**src/rtl/sgb_pkg.sv**
```systemverilog
package sgb_pkg;
  typedef enum logic [1:0] {
    ST_EMPTY = 2'd0,
    ST_HOLD  = 2'd1,
    ST_ISSUE = 2'd2
  } sgbState_e;

  typedef struct packed {
    logic load;   // replace entry with incoming store
    logic merge;  // fold incoming word into entry
  } sgbStrobe_t;
endpackage

```
**src/rtl/sgb_datapath.sv**
```systemverilog
module sgb_datapath #(
  parameter int ADDR_W = 32
) (
  input  logic              clk,
  input  logic              rst_n,
  input  sgb_pkg::sgbStrobe_t strobe,
  input  logic              bigEndian,
  input  logic [ADDR_W-1:0] reqAddr,
  input  logic [31:0]       reqData,
  input  logic [1:0]        reqSize,
  output logic              sameDw,
  output logic              sameWord,
  output logic [ADDR_W-1:0] busAddr,
  output logic [63:0]       busData,
  output logic [7:0]        busBe
);
  localparam int DW_LSB = 3;

  logic [ADDR_W-1:0] entAddr;
  logic [63:0]       entData;
  logic [7:0]        entBe;

  logic [3:0]  nBytes;
  logic [3:0]  laneShift;
  logic [7:0]  beRaw;
  logic [31:0] sizeMask;
  logic [63:0] placedData;
  logic [7:0]  placedBe;

  always_comb begin
    nBytes    = 4'd1 << reqSize;
    laneShift = bigEndian ? (4'd8 - {1'b0, reqAddr[2:0]} - nBytes)
                          : {1'b0, reqAddr[2:0]};
    beRaw     = 8'((9'd1 << nBytes) - 9'd1);
    case (reqSize)
      2'd0:    sizeMask = 32'h0000_00FF;
      2'd1:    sizeMask = 32'h0000_FFFF;
      default: sizeMask = 32'hFFFF_FFFF;
    endcase
    placedBe   = beRaw << laneShift;
    placedData = {32'd0, reqData & sizeMask} << {laneShift, 3'b000};
  end

  assign sameDw   = (reqAddr[ADDR_W-1:DW_LSB] == entAddr[ADDR_W-1:DW_LSB]);
  assign sameWord = sameDw && (reqAddr[2] == entAddr[2]);

  always_ff @(posedge clk) begin
    if (!rst_n) begin
      entAddr <= '0;
      entData <= '0;
      entBe   <= '0;
    end else if (strobe.load) begin
      entAddr <= reqAddr;
      entData <= placedData;
      entBe   <= placedBe;
    end else if (strobe.merge) begin
      entData <= entData | placedData;
      entBe   <= entBe | placedBe;
    end
  end

  assign busAddr = {entAddr[ADDR_W-1:DW_LSB], {DW_LSB{1'b0}}};
  assign busData = entData;
  assign busBe   = entBe;
endmodule

```
**src/rtl/sgb_ctrl.sv**
```systemverilog
module sgb_ctrl #(
  parameter int IDLE_CYCLES = 4
) (
  input  logic clk,
  input  logic rst_n,
  input  logic gatherEn,
  input  logic reqValid,
  input  logic reqBarrier,
  input  logic [1:0] reqSize,
  input  logic [1:0] reqAddrLow,
  input  logic reqCacheInh,
  input  logic reqWriteThru,
  input  logic reqGuarded,
  input  logic reqNoMerge,
  input  logic sameDw,
  input  logic sameWord,
  input  logic busReady,
  output logic reqReady,
  output logic busValid,
  output sgb_pkg::sgbStrobe_t strobe
);
  import sgb_pkg::*;

  localparam int CNT_W = $clog2(IDLE_CYCLES + 1);
  localparam logic [CNT_W-1:0] CNT_LAST = CNT_W'(IDLE_CYCLES - 1);

  sgbState_e state, stateNext;
  logic [CNT_W-1:0] idleCnt;
  logic cand;

  assign cand = (reqSize == 2'd2) && (reqAddrLow == 2'b00) && !reqGuarded &&
                (reqCacheInh || reqWriteThru) && !reqNoMerge && !reqBarrier;

  always_comb begin
    stateNext = state;
    reqReady  = 1'b0;
    strobe    = '0;
    unique case (state)
      ST_EMPTY: begin
        reqReady = 1'b1;
        if (reqValid && !reqBarrier) begin
          strobe.load = 1'b1;
          stateNext   = (cand && gatherEn) ? ST_HOLD : ST_ISSUE;
        end
      end
      ST_HOLD: begin
        if (!gatherEn) begin
          stateNext = ST_ISSUE;
        end else if (reqValid) begin
          stateNext = ST_ISSUE;
          if (reqBarrier) begin
            reqReady = 1'b1;
          end else if (cand && sameDw && !sameWord) begin
            reqReady     = 1'b1;
            strobe.merge = 1'b1;
          end
        end else if (idleCnt == CNT_LAST) begin
          stateNext = ST_ISSUE;
        end
      end
      ST_ISSUE: begin
        if (busReady) stateNext = ST_EMPTY;
      end
      default: stateNext = ST_EMPTY;
    endcase
  end

  always_ff @(posedge clk) begin
    if (!rst_n) begin
      state   <= ST_EMPTY;
      idleCnt <= '0;
    end else begin
      state <= stateNext;
      if (state == ST_HOLD && !reqValid) idleCnt <= idleCnt + 1'b1;
      else                               idleCnt <= '0;
    end
  end

  assign busValid = (state == ST_ISSUE);
endmodule

```
**src/rtl/store_gather_buf.sv**
```systemverilog
module store_gather_buf #(
  parameter int ADDR_W      = 32,
  parameter int IDLE_CYCLES = 4
) (
  input  logic              clk,
  input  logic              rst_n,
  input  logic              gatherEn,
  input  logic              bigEndian,
  input  logic              reqValid,
  output logic              reqReady,
  input  logic              reqBarrier,
  input  logic [ADDR_W-1:0] reqAddr,
  input  logic [31:0]       reqData,
  input  logic [1:0]        reqSize,
  input  logic              reqCacheInh,
  input  logic              reqWriteThru,
  input  logic              reqGuarded,
  input  logic              reqNoMerge,
  output logic              busValid,
  input  logic              busReady,
  output logic [ADDR_W-1:0] busAddr,
  output logic [63:0]       busData,
  output logic [7:0]        busBe
);
  sgb_pkg::sgbStrobe_t strobe;
  logic sameDw, sameWord;

  sgb_ctrl #(.IDLE_CYCLES(IDLE_CYCLES)) u_ctrl (
    .clk(clk), .rst_n(rst_n), .gatherEn(gatherEn),
    .reqValid(reqValid), .reqBarrier(reqBarrier), .reqSize(reqSize),
    .reqAddrLow(reqAddr[1:0]), .reqCacheInh(reqCacheInh),
    .reqWriteThru(reqWriteThru), .reqGuarded(reqGuarded),
    .reqNoMerge(reqNoMerge), .sameDw(sameDw), .sameWord(sameWord),
    .busReady(busReady), .reqReady(reqReady), .busValid(busValid),
    .strobe(strobe)
  );

  sgb_datapath #(.ADDR_W(ADDR_W)) u_dp (
    .clk(clk), .rst_n(rst_n), .strobe(strobe), .bigEndian(bigEndian),
    .reqAddr(reqAddr), .reqData(reqData), .reqSize(reqSize),
    .sameDw(sameDw), .sameWord(sameWord), .busAddr(busAddr),
    .busData(busData), .busBe(busBe)
  );
endmodule

```
**config.mk**
```make
export PLATFORM = sky130hd
export DESIGN_NAME = store_gather_buf
export DESIGN_NICKNAME = d
export VERILOG_FILES = /design/src/rtl/sgb_pkg.sv /design/src/rtl/sgb_datapath.sv /design/src/rtl/sgb_ctrl.sv /design/src/rtl/store_gather_buf.sv
export SDC_FILE = /design/constraint.sdc
export NUM_CORES = 1
export LEC_CHECK = 0
export BUFFER_PORTS_ARGS = -buffer_cell sky130_fd_sc_hd__buf_2
export CELL_PAD_IN_SITES_DETAIL_PLACEMENT = 0
export CELL_PAD_IN_SITES_GLOBAL_PLACEMENT = 2
export CORE_AREA = 3 3 146 148
export CTS_BUF_LIST = sky130_fd_sc_hd__clkbuf_4 sky130_fd_sc_hd__clkbuf_8
export DETAILED_ROUTE_END_ITERATION = 7
export DIE_AREA = 0 0 149 151
export HOLD_SLACK_MARGIN = 0.03
export PLACE_DENSITY = 0.8
export SYNTH_ARGS = -nofsm -noshare
export SYNTH_HDL_FRONTEND = slang
export SYNTH_SLANG_ARGS = --single-unit
```
**constraint.sdc**
```tcl
create_clock -name clk -period 4 [get_ports clk]
set_clock_uncertainty 0.15 [all_clocks]
set_input_delay 0.2 -clock clk [delete_from_list [all_inputs] [get_ports clk]]
set_output_delay 0.2 -clock clk [all_outputs]
set_load 0.01 [all_outputs]
```
**Yosys cells after proc, flatten, opt, wreduce, memory -nomap -nowiden**

Cells that the tools add are included.

- Input bits: 77
- Flip-flop bits (word level): 109
- Logic and storage cells: 73
- Output and inout bits: 106

- $add $sub $neg: 4
- Reductions and logical operators: 23
- Shifts and indexed selects: 4
- Mux-type cells: 24
- Equality and inequality tests: 10
- Bitwise gates (word level): 3

Operators by type and width:

| cell | count |
|---|---|
| 64-bit two-way mux | 2 |
| 64-bit bitwise OR | 1 |
| 32-bit one-hot mux with 2 select lines | 1 |
| 32-bit by 7-bit << shifter with 64-bit output | 1 |
| 32-bit bitwise AND | 1 |
| 29-bit == test | 1 |
| 8-bit two-way mux | 2 |
| 2-bit two-way mux | 6 |
| 1-bit logical AND | 11 |
| 1-bit two-way mux | 10 |
| 8-bit bitwise OR | 1 |
| 1-bit by 4-bit << shifter with 8-bit output, first input constant | 1 |
| 8-bit by 4-bit << shifter with 8-bit output | 1 |
| 8-bit by 1-bit subtractor with 8-bit output, second input constant | 1 |
| 2-bit zero test | 3 |
| 2-bit one-hot mux with 3 select lines | 1 |
| 1-bit zero test | 5 |
| 2-bit by 1-bit == test with 1-bit output, second input constant | 2 |
| 2-bit == test, second input constant | 2 |
| 4-bit two-way mux | 1 |
| 2-bit by 1-bit != test with 1-bit output, second input constant | 2 |
| 4-bit by 3-bit != test with 1-bit output, second input constant | 1 |
| 1-bit by 2-bit << shifter with 4-bit output, first input constant | 1 |
| 4-bit by 3-bit subtractor with 4-bit output, first input constant | 1 |
| other kinds (9) | 9 |

**Depth between registers and ports, before layout**

- Depth after elaboration: 15
- Depth in mapped cells: 16

**Modules after synthesis**

From an unflattened synthesis, not the netlist that was laid out.

- Cell total of the unflattened synthesis: 657
- Area total of the unflattened synthesis: 5632.9 sq um

By module, submodules not included:

| module | times used | area each (sq um) | cells an instance |
|---|---|---|---|
| sgb_datapath | 1 | 5316.3 | 620 |
| sgb_ctrl | 1 | 316.6 | 37 |

**Worst setup path before layout**

Ideal clock, no wire load.

- Kind: input port to flip-flop
- Start: in reqSize[0]
- End: reg u_dp.entData[48], in the netlist u_dp.busData[48]
- Cell stages on the path: 16
- Arrival time: 2.962 ns
- Setup time: 0.087 ns
- Required time: 3.763 ns
- Slack: 0.801 ns
- Cells stage by stage: buf_6 -> clkbuf_1 -> nand2_1 -> inv_1 -> ha_1 -> inv_1 -> ha_1 -> inv_1 -> fa_1 -> xnor2_1 -> mux2i_2 -> and2_1 -> buf_2 -> nor3b_4 -> a22oi_1 -> o31ai_1

- Longest elaborated chain between the ends: 14

Ends and longest elaborated chain:

| item | RTL line | text |
|---|---|---|
| start: declaration | store_gather_buf.sv:14 | `input logic [1:0] reqSize,` |
| branches (longest 14 deep; another with 4-bit subtractor) | -- |  |
| end signal: assignment | sgb_datapath.sv:54 | `entData <= placedData;` |
| end signal: assignment | sgb_datapath.sv:57 | `entData <= entData \| placedData;` |
| end: declaration | sgb_datapath.sv:20 | `logic [63:0] entData;` |

Several ways; the timed one is not identified. The select of a mux whose other input is x is not followed.
A chain may end at the register's enable or synchronous reset.

**Worst setup path after layout**

- Start: in reqSize[1]
- End: reg u_dp.entData[53], in the netlist u_dp.busData[53]

Same word-level chain as after synthesis.

==> metrics.md <==
| Metric | Value |
|---|---|
| RSZ-0062 raised after global routing | no |
| Pre-antenna DRT Iters | 5 |
| Die Y | 151 um |
| Kind of critical path | input port to flip-flop |
| First-pass GRT wire length | 31.2 mm |
| Post-route cell area | 7300 um2 |
| Clk pin slew, worst setup/hold paths | 0.12 ns |
| P_leak | 0.00306 uW |
| Number of global-route vias before repair | 5582 |
| Drt drc | 0 |
| Final setup fails | 0 |
| #FFs+latches synth | 107 |
| Synthesized area | 5800 um2 |
| RR Endpoint | u_dp.busData[4] |
| Clk_lat worst skew | 0.39 ns |
| FF-to-FF Start | u_dp.entAddr[17] |
| Fillcell total | 2229 |
| CP max FO | 17 |
| Syn avg cell area | 7.85 um2 |
| MaxCap Viol Count | 0 |
| Most frequent cells in the layout | 179 x buf_2, 151 x nand2_1, 107 x dfxtp_1 |
| Hold crit path type | input port to flip-flop |
| Final HPWL DP | 14.9 mm |
| Period utilisation layout | 79.8% |
| Die X-Extent | 149 um |
| IO buf count | 179 |
| CTS Root Cell | clkbuf_8 |
| CTS max path bufs | 2 |
| Num ports | 183 |
| All-Layer GR Usage | 17.7% |
| Unique masters post-synth | 60 |
| Vias per Instance | 4.91 |
| Tightest Pin Transition | 0.828 ns |
| Startpoint Class | input port |
| Post-synth EDFFs | 0 |
| Maximum VDD drop | 0.000164 V |
| CTS buffer count | 9 |
| Synth Area in XOR/XNOR | 4.83% |
| DR iter-0 viols | 349 |
| Post-CTS resize count | 0 |
| Die area | 22500 um2 |
| Clock H-tree levels | 3 |
| Gate Count Post-Synth | 739 |
| Slew Limit Fails | 0 |
| Row Count | 52 |
| Data arrival, critical path | 3.35 ns |
| Global route overflow | 0 |
| Routability cong. | 0.831 |
| PD cells | 338 nW/um2 |
| Initial antenna violation count | 1 |
| Ant diodes | 0 |
| Req. time, crit path | 4.16 ns |
| Synthesized-area fraction occupied by adder cells | 2.29% |
| Synth warnings | 0 |
| DR vias | 5777 |
| Area Growth Syn to Fin | 25.8% |
| CTS Sinks | 107 |
| Hold_sp | reqData[27] |
| Headroom to the max-slew limit | 44.8% |
| F_max | 0.313 GHz |
| Multi-input logic area | 3150 um2 |
| Crit path capture type | flip-flop |
| Register area | 2140 um2 |
| Outcome | completed |
| Hold Path Sink | u_dp.busData[51] |
| CTS tree | done |
| Final TNS setup | 0 ns |
| Commonest non-fill, non-tap cell in the layout | buf_2 |
| Placed standard-cell area | 6670 um2 |
| Post-synthesis mux area share | 3.13% |
| Ys async rst share | 0% |
| Worst R2R Setup Slack | 1.50 ns |
| Sequential cell area fraction in the yosys report | 36.9% |
| Tmin final | 3.19 ns |
| Largest family of logic cells by synthesized area | compound AO/OA/AOI/OAI gates |
| Largest net degree at the start of global routing | 69 |
| Area of the core | 20200 um2 |
| Top_reg_cell synth | dfxtp_1 |
| Avg WL per Cell | 17.4 um |
| Initial core utilization | 28.8% |
| Final antenna-violating net count | 0 |
| Total Wirelength | 20.5 mm |
| Final hold vios | 0 |
| Compound-Gate Fraction of Synth Area | 23.6% |
| Fin nets | 989 |
| Layout cells sized above 1 | 25.8% |
| R2R depth | 6 |
| WHS Path Cells | 3 |
| Synth Area in Simple Gates | 20.1% |
-- worst max path at each step --
stage          cells after the start          endpoint        from  slack, ns
2_1_floorplan                     16  u_dp.busData[48]  reqSize[0]       0.80
3_3_place_gp                      15  u_dp.busData[54]  reqSize[1]       0.43
5_1_grt                           15  u_dp.busData[48]  reqSize[1]       0.56
4_1_cts                           15  u_dp.busData[53]  reqSize[1]       0.82
6_report                          15  u_dp.busData[53]  reqSize[1]       0.81
3_5_place_dp                      15  u_dp.busData[53]  reqSize[1]       0.40
-- final cells by class --
cell class | instances | share of cell area, %
Clock buffer | 9 | 1.70
Clock inverter | 7 | 1.05
Inverter | 14 | 0.720
Multi-Input combinational cell | 536 | 43.2
Sequential cell | 107 | 29.4
Tap cell | 270 | 4.63
Timing Repair Buffer | 234 | 19.4
-- report_power, final --
part           switching [uW]  internal (uW)  leakage (uW)
Sequential               28.3           1100      0.000867
Combinational             391            241       0.00209
Clock                     451            250      0.000103
-- stage by stage --
stage               utilization, %  setup WS [ns]  std cells  power, uW  hold WS [ns]
finish                        36.2          0.807       1177       2470        0.0456
global placement              33.1          0.433       1118       1760         0.259
floorplan                        -          0.801        741       1550         0.186
detailed placement            33.1          0.398       1118       1760         0.269
CTS                           36.2          0.818       1177       2500        0.0333
global route                  36.2          0.557       1177       2610        0.0511
-- timing repair --
item	CTS	global route
endpoints found under the hold margin	48	0
setup buffers	0	0
hold buffers	43	0
-- registers in the layout, summed over array words and instances, names as in the netlist --
signal / flops
u_ctrl.state: 2
u_ctrl.idleCnt: 3
u_dp.busBe: 8
u_dp.entAddr: 30
u_dp.busData: 64
-- critical path: stages --
cell and delay [ns]:
buf_2 0.27, inv_1 0.12, nand2_1 0.12, inv_1 0.07
ha_1 0.26, inv_1 0.06, ha_1 0.13, inv_1 0.05
fa_1 0.43, xnor2_1 0.21, mux2i_2 0.36, and2_1 0.35
nor3b_4 0.40, a22oi_1 0.12, o31ai_1 0.20
-- cells in the mapped netlist (all sizes together), types with 2 or more instances --
cell,number,area share (%)
xnor2,29,4.4
clkbuf,35,2.3
nand2,151,9.8
dfxtp,107,37
buf,49,5.9
inv,13,0.84
and2,2,0.22
mux2i,6,1.3
nor2,25,1.7
or3,2,0.22
nand3,45,3.9
a22o,10,1.5
a21boi,2,0.26
nand2b,2,0.22
and3,3,0.32
o211ai,10,1.4
nand4,8,0.86
a31oi,3,0.43
nor3b,2,0.45
mux2,9,1.8
xor2,3,0.45
o31ai,22,2.8
o22ai,11,1.2
a21o,7,0.91
ha,9,1.9
a22oi,15,1.9
nor3,7,0.88
o21ai,61,5.5
o221ai,8,1.2
nor2b,3,0.32
a21oi,66,5.8
-- metal layers --
layer | GRT usage, % | wire length [um] | share of wire [%]
met5 | 0 | 13 | 0.064
met2 | 30.5 | 9890 | 48
met1 | 22.3 | 8820 | 43
met3 | 4.76 | 1540 | 7.5
met4 | 3.66 | 202 | 0.99
-- kinds of logic (layout without fill, tap and decap cells) --
family                   after synthesis  after routing
buffers and inverters                 98            264
adder cells (fa/ha/maj)               10             10
XOR/XNOR                              32             32
flip-flops                           107            107
multiplexers                          15             15
AO/OA/AOI/OAI                        219            219
AND/OR/NAND/NOR                      257            257
other                                  1              3
Power figures use the tool's default switching activity.
